**src/rtl/mbox_pkg.sv**
```systemverilog
package mbox_pkg;

  localparam int OFF_CTRL  = 0;
  localparam int OFF_CRC   = 1;
  localparam int OFF_A_HI  = 2;
  localparam int OFF_A_LO  = 3;
  localparam int OFF_D_HI  = 4;
  localparam int OFF_D_LO  = 5;

  localparam int BIT_EXEC  = 15;
  localparam int BIT_WRITE = 14;
  localparam int BIT_CLR   = 12;
  localparam int BIT_BUSY  = 8;

  typedef enum logic [1:0] {
    ST_IDLE  = 2'd0,
    ST_ISSUE = 2'd1,
    ST_CRC   = 2'd2
  } seq_state_e;

  // One byte of a non-reflected CRC-16, most significant bit first
  function automatic logic [15:0] crc16_byte(input logic [15:0] c,
                                             input logic [7:0]  b,
                                             input logic [15:0] poly);
    logic [15:0] r;
    logic        fb;
    r = c;
    for (int i = 7; i >= 0; i--) begin
      fb = r[15] ^ b[i];
      r  = {r[14:0], 1'b0};
      if (fb) r = r ^ poly;
    end
    return r;
  endfunction

endpackage

```
**src/rtl/mbox_crc.sv**
```systemverilog
module mbox_crc #(
  parameter logic [15:0] POLY = 16'h1021
) (
  input  logic        clk,
  input  logic        rst_n,
  input  logic        clr,
  input  logic        step,
  input  logic [7:0]  byte_in,
  output logic [15:0] crc
);
  import mbox_pkg::*;

  always_ff @(posedge clk) begin
    if (!rst_n)     crc <= '0;
    else if (clr)   crc <= '0;
    else if (step)  crc <= crc16_byte(crc, byte_in, POLY);
  end

endmodule

```
**src/rtl/mbox_seq.sv**
```systemverilog
module mbox_seq #(
  parameter int WORD_W = 32
) (
  input  logic              clk,
  input  logic              rst_n,
  input  logic              go,
  input  logic [WORD_W-1:0] word_addr,
  input  logic [WORD_W-1:0] word_data,
  input  logic              mem_ready,
  output logic              mem_valid,
  output logic [WORD_W-1:0] mem_addr,
  output logic [WORD_W-1:0] mem_data,
  output logic              adv,
  output logic              crc_step,
  output logic [7:0]        crc_byte,
  output logic              busy
);
  import mbox_pkg::*;

  localparam int NBYTES = WORD_W / 8;
  localparam int CW     = (NBYTES > 1) ? $clog2(NBYTES) : 1;
  localparam logic [CW-1:0] LAST = CW'(NBYTES - 1);

  seq_state_e        state;
  logic [CW-1:0]     cnt;
  logic [WORD_W-1:0] addr_l;
  logic [WORD_W-1:0] data_l;

  always_ff @(posedge clk) begin
    if (!rst_n) begin
      state  <= ST_IDLE;
      cnt    <= '0;
      addr_l <= '0;
      data_l <= '0;
    end else begin
      unique case (state)
        ST_IDLE: begin
          if (go) begin
            addr_l <= word_addr;
            data_l <= word_data;
            state  <= ST_ISSUE;
          end
        end
        ST_ISSUE: begin
          if (mem_ready) begin
            cnt   <= '0;
            state <= ST_CRC;
          end
        end
        ST_CRC: begin
          cnt <= cnt + 1'b1;
          if (cnt == LAST) state <= ST_IDLE;
        end
        default: state <= ST_IDLE;
      endcase
    end
  end

  always_comb begin
    mem_valid = (state == ST_ISSUE);
    mem_addr  = addr_l;
    mem_data  = data_l;
    adv       = mem_valid && mem_ready;
    crc_step  = (state == ST_CRC);
    crc_byte  = 8'(data_l >> (8 * (NBYTES - 1 - int'(cnt))));
    busy      = (state != ST_IDLE);
  end

endmodule

```
**src/rtl/mbox_regs.sv**
```systemverilog
module mbox_regs #(
  parameter int REG_W = 16,
  parameter int RA_W  = 16,
  parameter int BASE  = 'h200
) (
  input  logic                 clk,
  input  logic                 rst_n,
  input  logic                 reg_wr,
  input  logic [RA_W-1:0]      reg_addr,
  input  logic [REG_W-1:0]     reg_wdata,
  output logic [REG_W-1:0]     reg_rdata,
  input  logic                 adv,
  input  logic                 busy,
  input  logic [15:0]          crc,
  output logic [2*REG_W-1:0]   word_addr,
  output logic [2*REG_W-1:0]   word_data,
  output logic                 go,
  output logic                 crc_clr
);
  import mbox_pkg::*;

  localparam int WORD_W = 2 * REG_W;
  localparam int NBYTES = WORD_W / 8;
  localparam int ALIGN  = $clog2(NBYTES);

  logic sel_ctrl, sel_crc, sel_ahi, sel_alo, sel_dhi, sel_dlo;
  logic [WORD_W-1:0] addr_q, data_q;

  always_comb begin
    sel_ctrl = (reg_addr == RA_W'(BASE + OFF_CTRL));
    sel_crc  = (reg_addr == RA_W'(BASE + OFF_CRC));
    sel_ahi  = (reg_addr == RA_W'(BASE + OFF_A_HI));
    sel_alo  = (reg_addr == RA_W'(BASE + OFF_A_LO));
    sel_dhi  = (reg_addr == RA_W'(BASE + OFF_D_HI));
    sel_dlo  = (reg_addr == RA_W'(BASE + OFF_D_LO));
  end

  always_comb begin
    go      = reg_wr && sel_ctrl && reg_wdata[BIT_EXEC] && reg_wdata[BIT_WRITE] && !busy;
    crc_clr = reg_wr && sel_ctrl && reg_wdata[BIT_CLR] && !busy;
  end

  always_ff @(posedge clk) begin
    if (!rst_n) begin
      addr_q <= '0;
      data_q <= '0;
    end else begin
      if (adv) addr_q <= addr_q + WORD_W'(NBYTES);
      if (reg_wr && sel_ahi) addr_q[WORD_W-1:REG_W] <= reg_wdata;
      if (reg_wr && sel_alo) addr_q[REG_W-1:0] <= {reg_wdata[REG_W-1:ALIGN], ALIGN'(0)};
      if (reg_wr && sel_dhi) data_q[WORD_W-1:REG_W] <= reg_wdata;
      if (reg_wr && sel_dlo) data_q[REG_W-1:0] <= reg_wdata;
    end
  end

  always_comb begin
    reg_rdata = '0;
    if (sel_ctrl)     reg_rdata[BIT_BUSY] = busy;
    else if (sel_crc) reg_rdata = REG_W'(crc);
    else if (sel_ahi) reg_rdata = addr_q[WORD_W-1:REG_W];
    else if (sel_alo) reg_rdata = addr_q[REG_W-1:0];
    else if (sel_dhi) reg_rdata = data_q[WORD_W-1:REG_W];
    else if (sel_dlo) reg_rdata = data_q[REG_W-1:0];
  end

  assign word_addr = addr_q;
  assign word_data = data_q;

endmodule

```
**src/rtl/mbox_wr_port.sv**
```systemverilog
module mbox_wr_port #(
  parameter int          REG_W = 16,
  parameter int          RA_W  = 16,
  parameter int          BASE  = 'h200,
  parameter logic [15:0] POLY  = 16'h1021
) (
  input  logic               clk,
  input  logic               rst_n,
  input  logic               reg_wr,
  input  logic [RA_W-1:0]    reg_addr,
  input  logic [REG_W-1:0]   reg_wdata,
  output logic [REG_W-1:0]   reg_rdata,
  output logic               mem_valid,
  input  logic               mem_ready,
  output logic [2*REG_W-1:0] mem_addr,
  output logic [2*REG_W-1:0] mem_data
);
  localparam int WORD_W = 2 * REG_W;

  logic [WORD_W-1:0] word_addr, word_data;
  logic              go, crc_clr, adv, busy, crc_step;
  logic [7:0]        crc_byte;
  logic [15:0]       crc_q;

  mbox_regs #(.REG_W(REG_W), .RA_W(RA_W), .BASE(BASE)) u_regs (
    .clk       (clk),
    .rst_n     (rst_n),
    .reg_wr    (reg_wr),
    .reg_addr  (reg_addr),
    .reg_wdata (reg_wdata),
    .reg_rdata (reg_rdata),
    .adv       (adv),
    .busy      (busy),
    .crc       (crc_q),
    .word_addr (word_addr),
    .word_data (word_data),
    .go        (go),
    .crc_clr   (crc_clr)
  );

  mbox_seq #(.WORD_W(WORD_W)) u_seq (
    .clk       (clk),
    .rst_n     (rst_n),
    .go        (go),
    .word_addr (word_addr),
    .word_data (word_data),
    .mem_ready (mem_ready),
    .mem_valid (mem_valid),
    .mem_addr  (mem_addr),
    .mem_data  (mem_data),
    .adv       (adv),
    .crc_step  (crc_step),
    .crc_byte  (crc_byte),
    .busy      (busy)
  );

  mbox_crc #(.POLY(POLY)) u_crc (
    .clk     (clk),
    .rst_n   (rst_n),
    .clr     (crc_clr),
    .step    (crc_step),
    .byte_in (crc_byte),
    .crc     (crc_q)
  );

endmodule

```
**config.mk**
```make
export PLATFORM = sky130hd
export DESIGN_NAME = mbox_wr_port
export DESIGN_NICKNAME = d
export VERILOG_FILES = /design/src/rtl/mbox_pkg.sv /design/src/rtl/mbox_crc.sv /design/src/rtl/mbox_seq.sv /design/src/rtl/mbox_regs.sv /design/src/rtl/mbox_wr_port.sv
export SDC_FILE = /design/constraint.sdc
export NUM_CORES = 1
export LEC_CHECK = 0
export ABC_CLOCK_PERIOD_IN_PS = 6900
export BUFFER_PORTS_ARGS = -buffer_cell sky130_fd_sc_hd__clkbuf_2
export CELL_PAD_IN_SITES_DETAIL_PLACEMENT = 1
export CELL_PAD_IN_SITES_GLOBAL_PLACEMENT = 2
export CORE_MARGIN = 4
export CORE_UTILIZATION = 35
export DETAILED_ROUTE_END_ITERATION = 10
export PLACE_DENSITY = 0.8
export REMOVE_ABC_BUFFERS = 1
export SETUP_SLACK_MARGIN = 0.3
export SYNTH_ARGS = -nofsm -noshare
export SYNTH_HDL_FRONTEND = slang
export SYNTH_SLANG_ARGS = --single-unit
```
**constraint.sdc**
```tcl
create_clock -name clk -period 6.9 [get_ports clk]
set_input_delay 1.725 -clock clk [delete_from_list [all_inputs] [get_ports clk]]
set_output_delay 1.725 -clock clk [all_outputs]
set_load 0.01 [all_outputs]
```
==> results of run 1 <==
-- worst reg2reg max path, cell delays in order, from the launching register on --
cell      delay, ns
dfxtp_1        0.84
mux4_1         0.71
xnor2_1        0.47
xnor2_1        0.29
xnor2_1        0.19
a211oi_1       0.28
-- routing by layer --
metal | routed length [µm] | global-route usage
met1 | 10800 | 0.293
met2 | 11800 | 0.374
met3 | 1030 | 0.0402
met4 | 619 | 0.0905
met5 | 0 | 0
-- power by group through the flow --
stage                     clock [W]  sequential, W  combinational (W)
final                      0.000944       0.000831          0.0000549
after floorplan                   0       0.000850          0.0000184
after global placement            0       0.000850          0.0000533
after detailed placement          0       0.000850          0.0000547
after global routing        0.00100       0.000831          0.0000590
after CTS                  0.000963       0.000831          0.0000548
-- final cells by class --
cell class,instances,area [µm²]
clock inverters,9,134
well taps,260,325
clock buffers,23,458
flip-flops and latches,144,2880
multi-input cells,613,3700
fillers,2295,10800
repair buffers,123,638
inverters,4,16.3
-- placed cells by master (no fill, tap or decap), types with 3 or more instances in the layout --
| master | count |
|---|---|
| a211oi_1 | 25 |
| a21oi_1 | 115 |
| a22oi_1 | 13 |
| and3_1 | 7 |
| and4_1 | 3 |
| buf_4 | 9 |
| bufinv_16 | 3 |
| clkbuf_1 | 5 |
| clkbuf_16 | 17 |
| clkbuf_2 | 114 |
| clkinv_2 | 3 |
| clkinv_4 | 3 |
| dfxtp_1 | 144 |
| inv_1 | 3 |
| mux2i_1 | 34 |
| mux4_1 | 5 |
| mux4_2 | 4 |
| nand2_1 | 185 |
| nand2b_1 | 5 |
| nand3_1 | 10 |
| nand4_1 | 17 |
| nor2_1 | 61 |
| nor2b_1 | 5 |
| nor3_1 | 7 |
| nor4_1 | 5 |
| o21a_1 | 4 |
| o21ai_0 | 33 |
| or3_1 | 3 |
| xnor2_1 | 21 |
| xnor2_4 | 3 |
| xnor3_1 | 4 |
| xor2_1 | 20 |
-- cell families (layout without fill, tap and decap cells) --
| logic type | Yosys count | after routing | share of synthesized area |
|---|---|---|---|
| AND/OR/NAND/NOR | 324 | 324 | 0.213 |
| AO/OA/AOI/OAI | 193 | 193 | 0.157 |
| flip-flops | 144 | 144 | 0.421 |
| buffers and inverters | 65 | 159 | 0.0413 |
| XOR/XNOR | 49 | 49 | 0.0817 |
| multiplexers | 43 | 43 | 0.0820 |
| adder cells (fa/ha/maj) | 2 | 2 | 0.00365 |
| other | 1 | 2 | 0.000548 |
-- metrics by stage --
| step | instances | area, µm² | hold WS [ns] |
|---|---|---|---|
| 6_report | 1176 | 8150 | 0.454 |
| 5_1_grt | 1176 | 8150 | 0.476 |
| 4_1_cts | 1176 | 8150 | 0.455 |
| 3_5_place_dp | 1144 | 7560 | 0.447 |
| 3_3_place_gp | 1144 | 7560 | 0.439 |
| 2_1_floorplan | 761 | 6590 | 0.445 |
-- worst paths after layout --
path | depth (start not counted) | slack [ns] | start | to
worst max-delay path | 8 | 1.14 | reg_addr[15] | reg_rdata[15]
worst min-delay path | 2 | 0.45 | u_seq.mem_addr[19] | u_seq.mem_addr[19]
worst max register to register | 5 | 4.00 | u_seq.cnt[0] | u_crc.crc[5]
worst min register to register | 2 | 0.45 | u_seq.mem_addr[19] | u_seq.mem_addr[19]
-- registers in the layout (all words and copies together) (netlist names) --
name,flops
u_regs.word_data,32
u_seq.mem_data,32
u_regs.word_addr,30
u_seq.mem_addr,30
u_crc.crc,16
u_seq.cnt,2
u_seq.state,2
==> impl_metrics.csv, run 1 <==
group,metric,value,unit
power,switching_power,0.000406,W
logic_synthesis,synth.area.top_cells,"dfxtp_1 42%, nand2_1 10%, a21oi_1 8.4%",
placement,gp_congestion,0.870,
setup_path,crit_family,"simple AND/OR/NAND/NOR gates",
logic_synthesis,syn_area,6850,µm²
setup_path,crit_type,"input pin to output pin",
logic_synthesis,synth_top_area_share,0.421,
clock_network,cts_tree,"yes",
timing,report.final.slew_viol_count,0,
logic_synthesis,ys_ff_latch,144,
detailed_routing,vias,6308,
clock_network,cts-resized-gates,0,
global_routing,grt_use_total,0.226,
clock_network,cts_htree_levels,4,
timing,fin_crit_sh,0.835,
detailed_routing,wl_per_cell,20.6,µm
setup_path,required,5.18,ns
timing,setup_slack,1.14,ns
power,ir_drop,0.161,mV
power,comb_power_share,0.030,
timing,fin_tns_setup,0,ns
logic_synthesis,synthCells,821,
placement,dp_hpwl,17.9,mm
die,die_x,148,µm
power,p_int,0.00142,W
detailed_routing,drcViolationCount,0,
detailed_routing,vias_per_cell,5.36,
hold_path,hold_class,"flop to flop",
die,core,19000,µm²
placement,detailedPlace.worstSlack,1.13,ns
detailed_routing,drt-total-wl,24.2,mm
clock_network,cts_root_buffer,"clkbuf_16",
power,seqPwrFrac,0.454,
power,power.total,0.00183,W
setup_path,path_common_cell,"clkbuf_2",
logic_synthesis,ys.flop_type,"dfxtp_1",
job,drv_cap,0,
die,io_pins,117,
setup_path,timing.critical_path.cells,"clkbuf_2, nor4_1, nand4_1, nor4b_2, buf_4, a22oi_1, o21ai_0, clkbuf_2",
setup_path,crit_path_end_kind,"output pin",
timing,rsz0062_at_grt,"no",
timing,slew_headroom,0.285,
logic_synthesis,synth_edf_count,0,
clock_network,cts-buffers-inserted,17,
logic_synthesis,async_flop_share,0,
logic_synthesis,synthTopCellsByCount,"185 x nand2_1, 144 x dfxtp_1, 115 x a21oi_1",
timing,finalCriticalPeriod,5.76,ns
setup_path,crit_path_start_kind,"input pin",
setup_path,slowest_delay,0.70,ns
logic_synthesis,ys_types,46,
timing,setup_viol,0,
global_routing,first_global_vias,6609,
detailed_routing,drt_pass1_iterations,4,
setup_path,crit_buf_inv,3,
power,power_density,224,nW/µm²
run_status,status,"completed",
clock_network,cts_max_path_buffers,2,
timing,fmax,174,MHz
die,start_util,0.361,
global_routing,antenna_found_initial,0,
logic_synthesis,yosys.cell_count.top_type,"nand2_1",
logic_synthesis,synth_top_area_cell,"dfxtp_1",
power,pwr-share-clk,0.516,
power,switching_share,0.222,
timing,worst_pin_slew,1.07,ns
detailed_routing,first_iter_violations,383,
logic_synthesis,syn_area_per_cell,8.34,µm²
global_routing,grt_pass1_wl,38.3,mm
die,rows,50,
logic_synthesis,yosys_warnings,0,
clock_network,clkLatencyLatePin,0.42,ns
detailed_routing,ant_nets,0,
placement,portBuffers,114,
clock_network,clkSinkCount,144,
die,die_height,148,µm
clock_network,cts_hold_buf,0,
logic_synthesis,seq_area_frac_synth,0.421,
finish,syn2layout_area_growth,19.0,%
timing,clock_skew,0.0119,ns
power,leakage,2.96,nW
die,die-area,21900,µm²
clock_network,clk_pin_slew_worst_paths,0.06,ns
finish,antennaDiodeCount,0,
finish,final_nets,941,
setup_path,crit_path_top_delay_cell,"nor4b_2",
setup_path,arrival,4.04,ns
finish,drive_gt1_frac,0.187,
finish,utilization,0.430,
setup_path,cp_max_fo,9,
clock_network,post_cts_buffers,0,
global_routing,grt_max_degree,67,
global_routing,grt_overflow,0,
timing,hold_violations,0,
Note: power is estimated with default switching activity, not from simulation.
==> run 2: changes to the inputs <==
--- a/config.mk
+++ b/config.mk
@@ -5,14 +5,14 @@
 export SDC_FILE = /design/constraint.sdc
 export NUM_CORES = 1
 export LEC_CHECK = 0
-export ABC_CLOCK_PERIOD_IN_PS = 6900
+export ABC_CLOCK_PERIOD_IN_PS = 5700
 export BUFFER_PORTS_ARGS = -buffer_cell sky130_fd_sc_hd__clkbuf_2
 export CELL_PAD_IN_SITES_DETAIL_PLACEMENT = 1
 export CELL_PAD_IN_SITES_GLOBAL_PLACEMENT = 2
 export CORE_MARGIN = 4
-export CORE_UTILIZATION = 35
+export CORE_UTILIZATION = 33
 export DETAILED_ROUTE_END_ITERATION = 10
-export PLACE_DENSITY = 0.8
+export PLACE_DENSITY = 0.76
 export REMOVE_ABC_BUFFERS = 1
 export SETUP_SLACK_MARGIN = 0.3
 export SYNTH_ARGS = -nofsm -noshare
==> constraint.sdc (replaced) <==
create_clock -name clk -period 5.7 [get_ports clk]
set_input_delay 1.425 -clock clk [delete_from_list [all_inputs] [get_ports clk]]
set_output_delay 1.425 -clock clk [all_outputs]
set_load 0.01 [all_outputs]
==> impl_metrics.csv, run 2 (synthesis gave the netlist of run 1 again) <==
group,metric,value,unit
run_status,status,"completed",
finish,drive_gt1_frac,0.194,
power,pwr-share-clk,0.534,
timing,report.final.slew_viol_count,0,
global_routing,antenna_found_initial,0,
hold_path,hold_class,"flop to flop",
placement,dp_hpwl,17.1,mm
timing,fin_crit_sh,0.836,
timing,setup_slack,0.932,ns
finish,stdcell_count,1188,
clock_network,cts-buffers-inserted,17,
clock_network,cts_root_buffer,"clkbuf_16",
clock_network,cts_tree,"yes",
clock_network,clk_pin_slew_worst_paths,0.06,ns
setup_path,reg2regPathDepth,5,
die,io_pins,117,
finish,layout.cells.most_common_list,"185 x nand2_1, 144 x dfxtp_1, 115 x a21oi_1",
die,core,20300,µm²
die,die_height,152,µm
setup_path,arrival,3.34,ns
clock_network,cts_max_path_buffers,2,
finish,n_fill_cell,2446,
timing,rsz0062_at_grt,"no",
setup_path,r2r-end,"u_crc.crc[5]",
timing,clock_skew,0.0134,ns
clock_network,clkLatencyLatePin,0.44,ns
setup_path,crit_type,"input pin to output pin",
detailed_routing,first_iter_violations,323,
setup_path,r2r_slack,3.00,ns
setup_path,r2r_start,"u_seq.cnt[0]",
finish,final_nets,943,
detailed_routing,vias,6259,
power,switching_share,0.229,
clock_network,cts_hold_buf,0,
placement,portBuffers,114,
global_routing,grt_overflow,0,
timing,slew_headroom,0.0909,
clock_network,cts_htree_levels,4,
timing,fmax,210,MHz
power,seqPwrFrac,0.437,
timing,finalCriticalPeriod,4.77,ns
detailed_routing,ant_nets,0,
detailed_routing,wl_per_cell,20.2,µm
global_routing,first_global_vias,6454,
power,switching_power,0.000528,W
die,die-area,23100,µm²
clock_network,cts-resized-gates,0,
power,ir_drop,0.190,mV
global_routing,grt_pass1_wl,37.7,mm
hold_path,hold_end,"u_seq.mem_addr[24]",
hold_path,hold_path_depth,2,
detailed_routing,drcViolationCount,0,
finish,antennaDiodeCount,0,
timing,hold_slack,0.449,ns
detailed_routing,drt-total-wl,24.0,mm
power,power_density,280,nW/µm²
placement,dp.cells,1156,
die,start_util,0.337,
timing,fin_tns_setup,0,ns
detailed_routing,drt_pass1_iterations,4,
hold_path,hp-start,"u_seq.mem_addr[24]",
global_routing,grt_max_degree,56,
clock_network,clkSinkCount,144,
die,rows,52,
setup_path,required,4.28,ns
timing,setup_viol,0,
job,drv_cap,0,
finish,final_common_cell,"nand2_1",
timing,worst_pin_slew,1.36,ns
setup_path,cp_max_fo,22,
power,p_int,0.00177,W
placement,detailedPlace.worstSlack,0.937,ns
setup_path,crit_path_end_kind,"output pin",
setup_path,crit_path_start_kind,"input pin",
detailed_routing,vias_per_cell,5.27,
power,comb_power_share,0.029,
finish,syn2layout_area_growth,20.2,%
global_routing,grt_use_total,0.206,
die,die_x,152,µm
timing,hold_violations,0,
power,leakage,2.99,nW
placement,gp_congestion,0.848,
clock_network,post_cts_buffers,0,
-- run 2: changes by cell type in the layout (fill, tap and decap cells not counted), sizes merged --
cell,change
bufinv,+1
inv,+4
clkbuf,-5
buf,+2
-- run 2: worst max path at each step --
| stage | depth (start not counted) | startpoint | end | slack (ns) |
|---|---|---|---|---|
| global placement | 9 | reg_addr[15] | reg_rdata[13] | 0.96 |
| finish | 9 | reg_addr[11] | reg_rdata[3] | 0.93 |
| floorplan | 5 | reg_addr[11] | reg_rdata[0] | 0.58 |
| CTS | 9 | reg_addr[15] | reg_rdata[13] | 0.94 |
| detailed placement | 9 | reg_addr[15] | reg_rdata[13] | 0.94 |
| global route | 9 | reg_addr[15] | reg_rdata[13] | 0.82 |
-- run 2: cell type report --
class / count / area (µm²) / area share
Multi-Input combinational cell: 613 / 3700 / 0.449
Sequential cell: 144 / 2880 / 0.350
Timing Repair Buffer: 125 / 653 / 0.0794
Clock buffer: 18 / 439 / 0.0534
Tap cell: 270 / 338 / 0.0410
Clock inverter: 14 / 203 / 0.0246
Inverter: 4 / 16.3 / 0.00198
-- run 2: through the flow --
| step | util | area, µm² | total power (W) |
|---|---|---|---|
| after global placement | 0.374 | 7590 | 0.00110 |
| after global routing | 0.405 | 8230 | 0.00237 |
| after CTS | 0.405 | 8230 | 0.00232 |
| after detailed placement | 0.374 | 7590 | 0.00110 |
| after floorplan | - | 6590 | 0.00105 |
| final | 0.405 | 8230 | 0.00230 |
-- run 2: power by group through the flow --
stage / combinational (W) / sequential, W / clock (W)
global route: 0.0000722 / 0.00101 / 0.00130
global placement: 0.0000674 / 0.00103 / 0
detailed placement: 0.0000674 / 0.00103 / 0
finish: 0.0000671 / 0.00101 / 0.00123
floorplan: 0.0000223 / 0.00103 / 0
CTS: 0.0000677 / 0.00101 / 0.00125
-- run 2: layer usage --
metal  global-route usage  wire length, µm
met5                    0                0
met4               0.0702              602
met3               0.0361              893
met2                0.336            11200
met1                0.276            11300
-- run 2: worst max-delay path: stages --
cell      delay (ns)
clkbuf_2        0.08
nor4_1          0.34
nand4_1         0.13
buf_4           0.25
nor4b_2         0.33
buf_4           0.28
a22oi_1         0.12
o21ai_0         0.16
clkbuf_2        0.20
==> run 3: changes to the inputs <==
--- a/config.mk
+++ b/config.mk
@@ -5,7 +5,7 @@
 export SDC_FILE = /design/constraint.sdc
 export NUM_CORES = 1
 export LEC_CHECK = 0
-export ABC_CLOCK_PERIOD_IN_PS = 5700
+export ABC_CLOCK_PERIOD_IN_PS = 4980
 export BUFFER_PORTS_ARGS = -buffer_cell sky130_fd_sc_hd__clkbuf_2
 export CELL_PAD_IN_SITES_DETAIL_PLACEMENT = 1
 export CELL_PAD_IN_SITES_GLOBAL_PLACEMENT = 2
==> constraint.sdc (replaced) <==
create_clock -name clk -period 4.98 [get_ports clk]
set_input_delay 1.245 -clock clk [delete_from_list [all_inputs] [get_ports clk]]
set_output_delay 1.245 -clock clk [all_outputs]
set_load 0.01 [all_outputs]
==> impl_metrics.csv, run 3 (synthesis gave the netlist of run 1 again) <==
group,metric,value,unit
global_routing,first_global_vias,6320,
clock_network,cts-resized-gates,0,
timing,setup_viol,0,
detailed_routing,dr_wl_met3,898,µm
timing,clock_skew,0.00757,ns
timing,setup_slack,0.548,ns
power,p_int,0.00200,W
die,die_height,152,µm
timing,finalCriticalPeriod,4.43,ns
clock_network,cts-buffers-inserted,17,
job,drv_cap,0,
finish,stdcell_count,1193,
detailed_routing,drt-total-wl,23.5,mm
global_routing,grt_pass1_wl,37.1,mm
timing,rsz0062_at_grt,"no",
run_status,status,"completed",
global_routing,grt_use_total,0.202,
timing,fin_tns_setup,0,ns
setup_path,required,3.73,ns
power,comb_power_share,0.030,
detailed_routing,drcViolationCount,0,
power,switching_power,0.000588,W
placement,detailedPlace.worstSlack,0.574,ns
die,core,20300,µm²
detailed_routing,vias_per_cell,5.19,
detailed_routing,drt_pass1_iterations,5,
finish,layout.cells.most_common_list,"185 x nand2_1, 144 x dfxtp_1, 115 x a21oi_1",
clock_network,post_cts_buffers,0,
timing,hold_violations,0,
clock_network,cts_max_path_buffers,2,
timing,fin_crit_sh,0.890,
setup_path,cp_max_fo,11,
setup_path,crit_type,"input pin to output pin",
detailed_routing,first_iter_violations,344,
setup_path,arrival,3.19,ns
die,start_util,0.337,
finish,final_common_cell,"nand2_1",
timing,fmax,226,MHz
detailed_routing,wl_met1,11.1,mm
power,ir_drop,0.238,mV
placement,dp.cells,1161,
detailed_routing,ant_nets,0,
clock_network,clk_pin_slew_worst_paths,0.06,ns
setup_path,crit_path_end_kind,"output pin",
placement,gp_congestion,0.827,
clock_network,cts_root_buffer,"clkbuf_16",
power,leakage,3.01,nW
finish,drive_gt1_frac,0.198,
timing,worst_pin_slew,1.10,ns
global_routing,grt_overflow,0,
finish,final_nets,948,
setup_path,slowest_delay,0.35,ns
clock_network,clkSinkCount,144,
die,rows,52,
setup_path,timing.critical_path.cells,"clkbuf_2, nor4_1, nand4_1, buf_4, nor4b_4, buf_4, a22oi_1, o21ai_0, clkbuf_2",
clock_network,clkLatencyLatePin,0.43,ns
die,die_x,152,µm
power,seqPwrFrac,0.445,
hold_path,hold_class,"flop to flop",
finish,syn2layout_area_growth,20.6,%
finish,antennaDiodeCount,0,
power,switching_share,0.227,
setup_path,crit_buf_inv,4,
detailed_routing,wl_per_cell,19.7,µm
detailed_routing,met2_length,11.1,mm
detailed_routing,vias,6192,
setup_path,crit_path_start_kind,"input pin",
global_routing,antenna_found_initial,0,
power,power_density,313,nW/µm²
setup_path,crit_path_top_delay_cell,"nor4_1",
die,die-area,23100,µm²
clock_network,cts_tree,"yes",
timing,report.final.slew_viol_count,0,
timing,slew_headroom,0.267,
detailed_routing,dr.max_layer_used,"met4",
power,pwr-share-clk,0.525,
clock_network,cts_htree_levels,4,
global_routing,grt_max_degree,63,
setup_path,crit_family,"simple AND/OR/NAND/NOR gates",
clock_network,cts_hold_buf,0,
die,io_pins,117,
placement,portBuffers,114,
placement,dp_hpwl,17.2,mm
[run 3: cell count changes in the layout (fill, tap and decap cells not counted)]
cell | previous run | this run
buf_4 | 11 | 15
inv_6 | 4 | 1
clkbuf_8 | 1 | 3
clkinvlp_4 | 1 | 3
buf_12 | 0 | 1
bufinv_16 | 4 | 3
clkinv_2 | 2 | 3
clkinv_4 | 4 | 3
[run 3: path summary, 6_finish.rpt]
kind                        endpoint  slack (ns)  depth (start not counted)               start
hold / removal    u_seq.mem_addr[24]        0.45                          2  u_seq.mem_addr[24]
setup reg to reg        u_crc.crc[5]        2.16                          5        u_seq.cnt[0]
hold reg to reg   u_seq.mem_addr[24]        0.45                          2  u_seq.mem_addr[24]
setup / recovery       reg_rdata[13]        0.55                          9        reg_addr[11]
[run 3: per-stage QoR]
stage | instance area, µm² | utilization | total power, W | hold slack, ns
6_report | 8260 | 0.407 | 0.00259 | 0.450
5_1_grt | 8260 | 0.407 | 0.00267 | 0.468
2_1_floorplan | 6590 | - | 0.00120 | 0.445
3_3_place_gp | 7640 | 0.376 | 0.00126 | 0.443
3_5_place_dp | 7640 | 0.376 | 0.00126 | 0.448
4_1_cts | 8260 | 0.407 | 0.00262 | 0.455
[run 3: tightest hold or removal path: stages (launching register included)]
cell and delay [ns]:
dfxtp_1 0.31, nand2_1 0.05, a21oi_1 0.05
[run 3: cell type report]
| type | count | area, µm² |
|---|---|---|
| clock inverters | 12 | 158 |
| flip-flops and latches | 144 | 2880 |
| well taps | 270 | 338 |
| fillers | 2472 | 12000 |
| inverters | 4 | 16.3 |
| repair buffers | 130 | 703 |
| clock buffers | 20 | 467 |
| multi-input cells | 613 | 3700 |
[run 3: metal layers]
| layer | vias to the layer above | global-route usage |
|---|---|---|
| met5 | - | 0 |
| met4 | 0 | 0.0527 |
| met3 | 24 | 0.0370 |
| met2 | 119 | 0.328 |
| met1 | 3036 | 0.278 |
| li1 | 3013 | - |
[run 3: power by group through the flow]
stage / registers, W / logic, W / clock network (W)
2_1_floorplan: 0.00118 / 0.0000256 / 0
3_3_place_gp: 0.00118 / 0.0000786 / 0
3_5_place_dp: 0.00118 / 0.0000783 / 0
4_1_cts: 0.00115 / 0.0000784 / 0.00139
5_1_grt: 0.00115 / 0.0000838 / 0.00144
6_report: 0.00115 / 0.0000783 / 0.00136
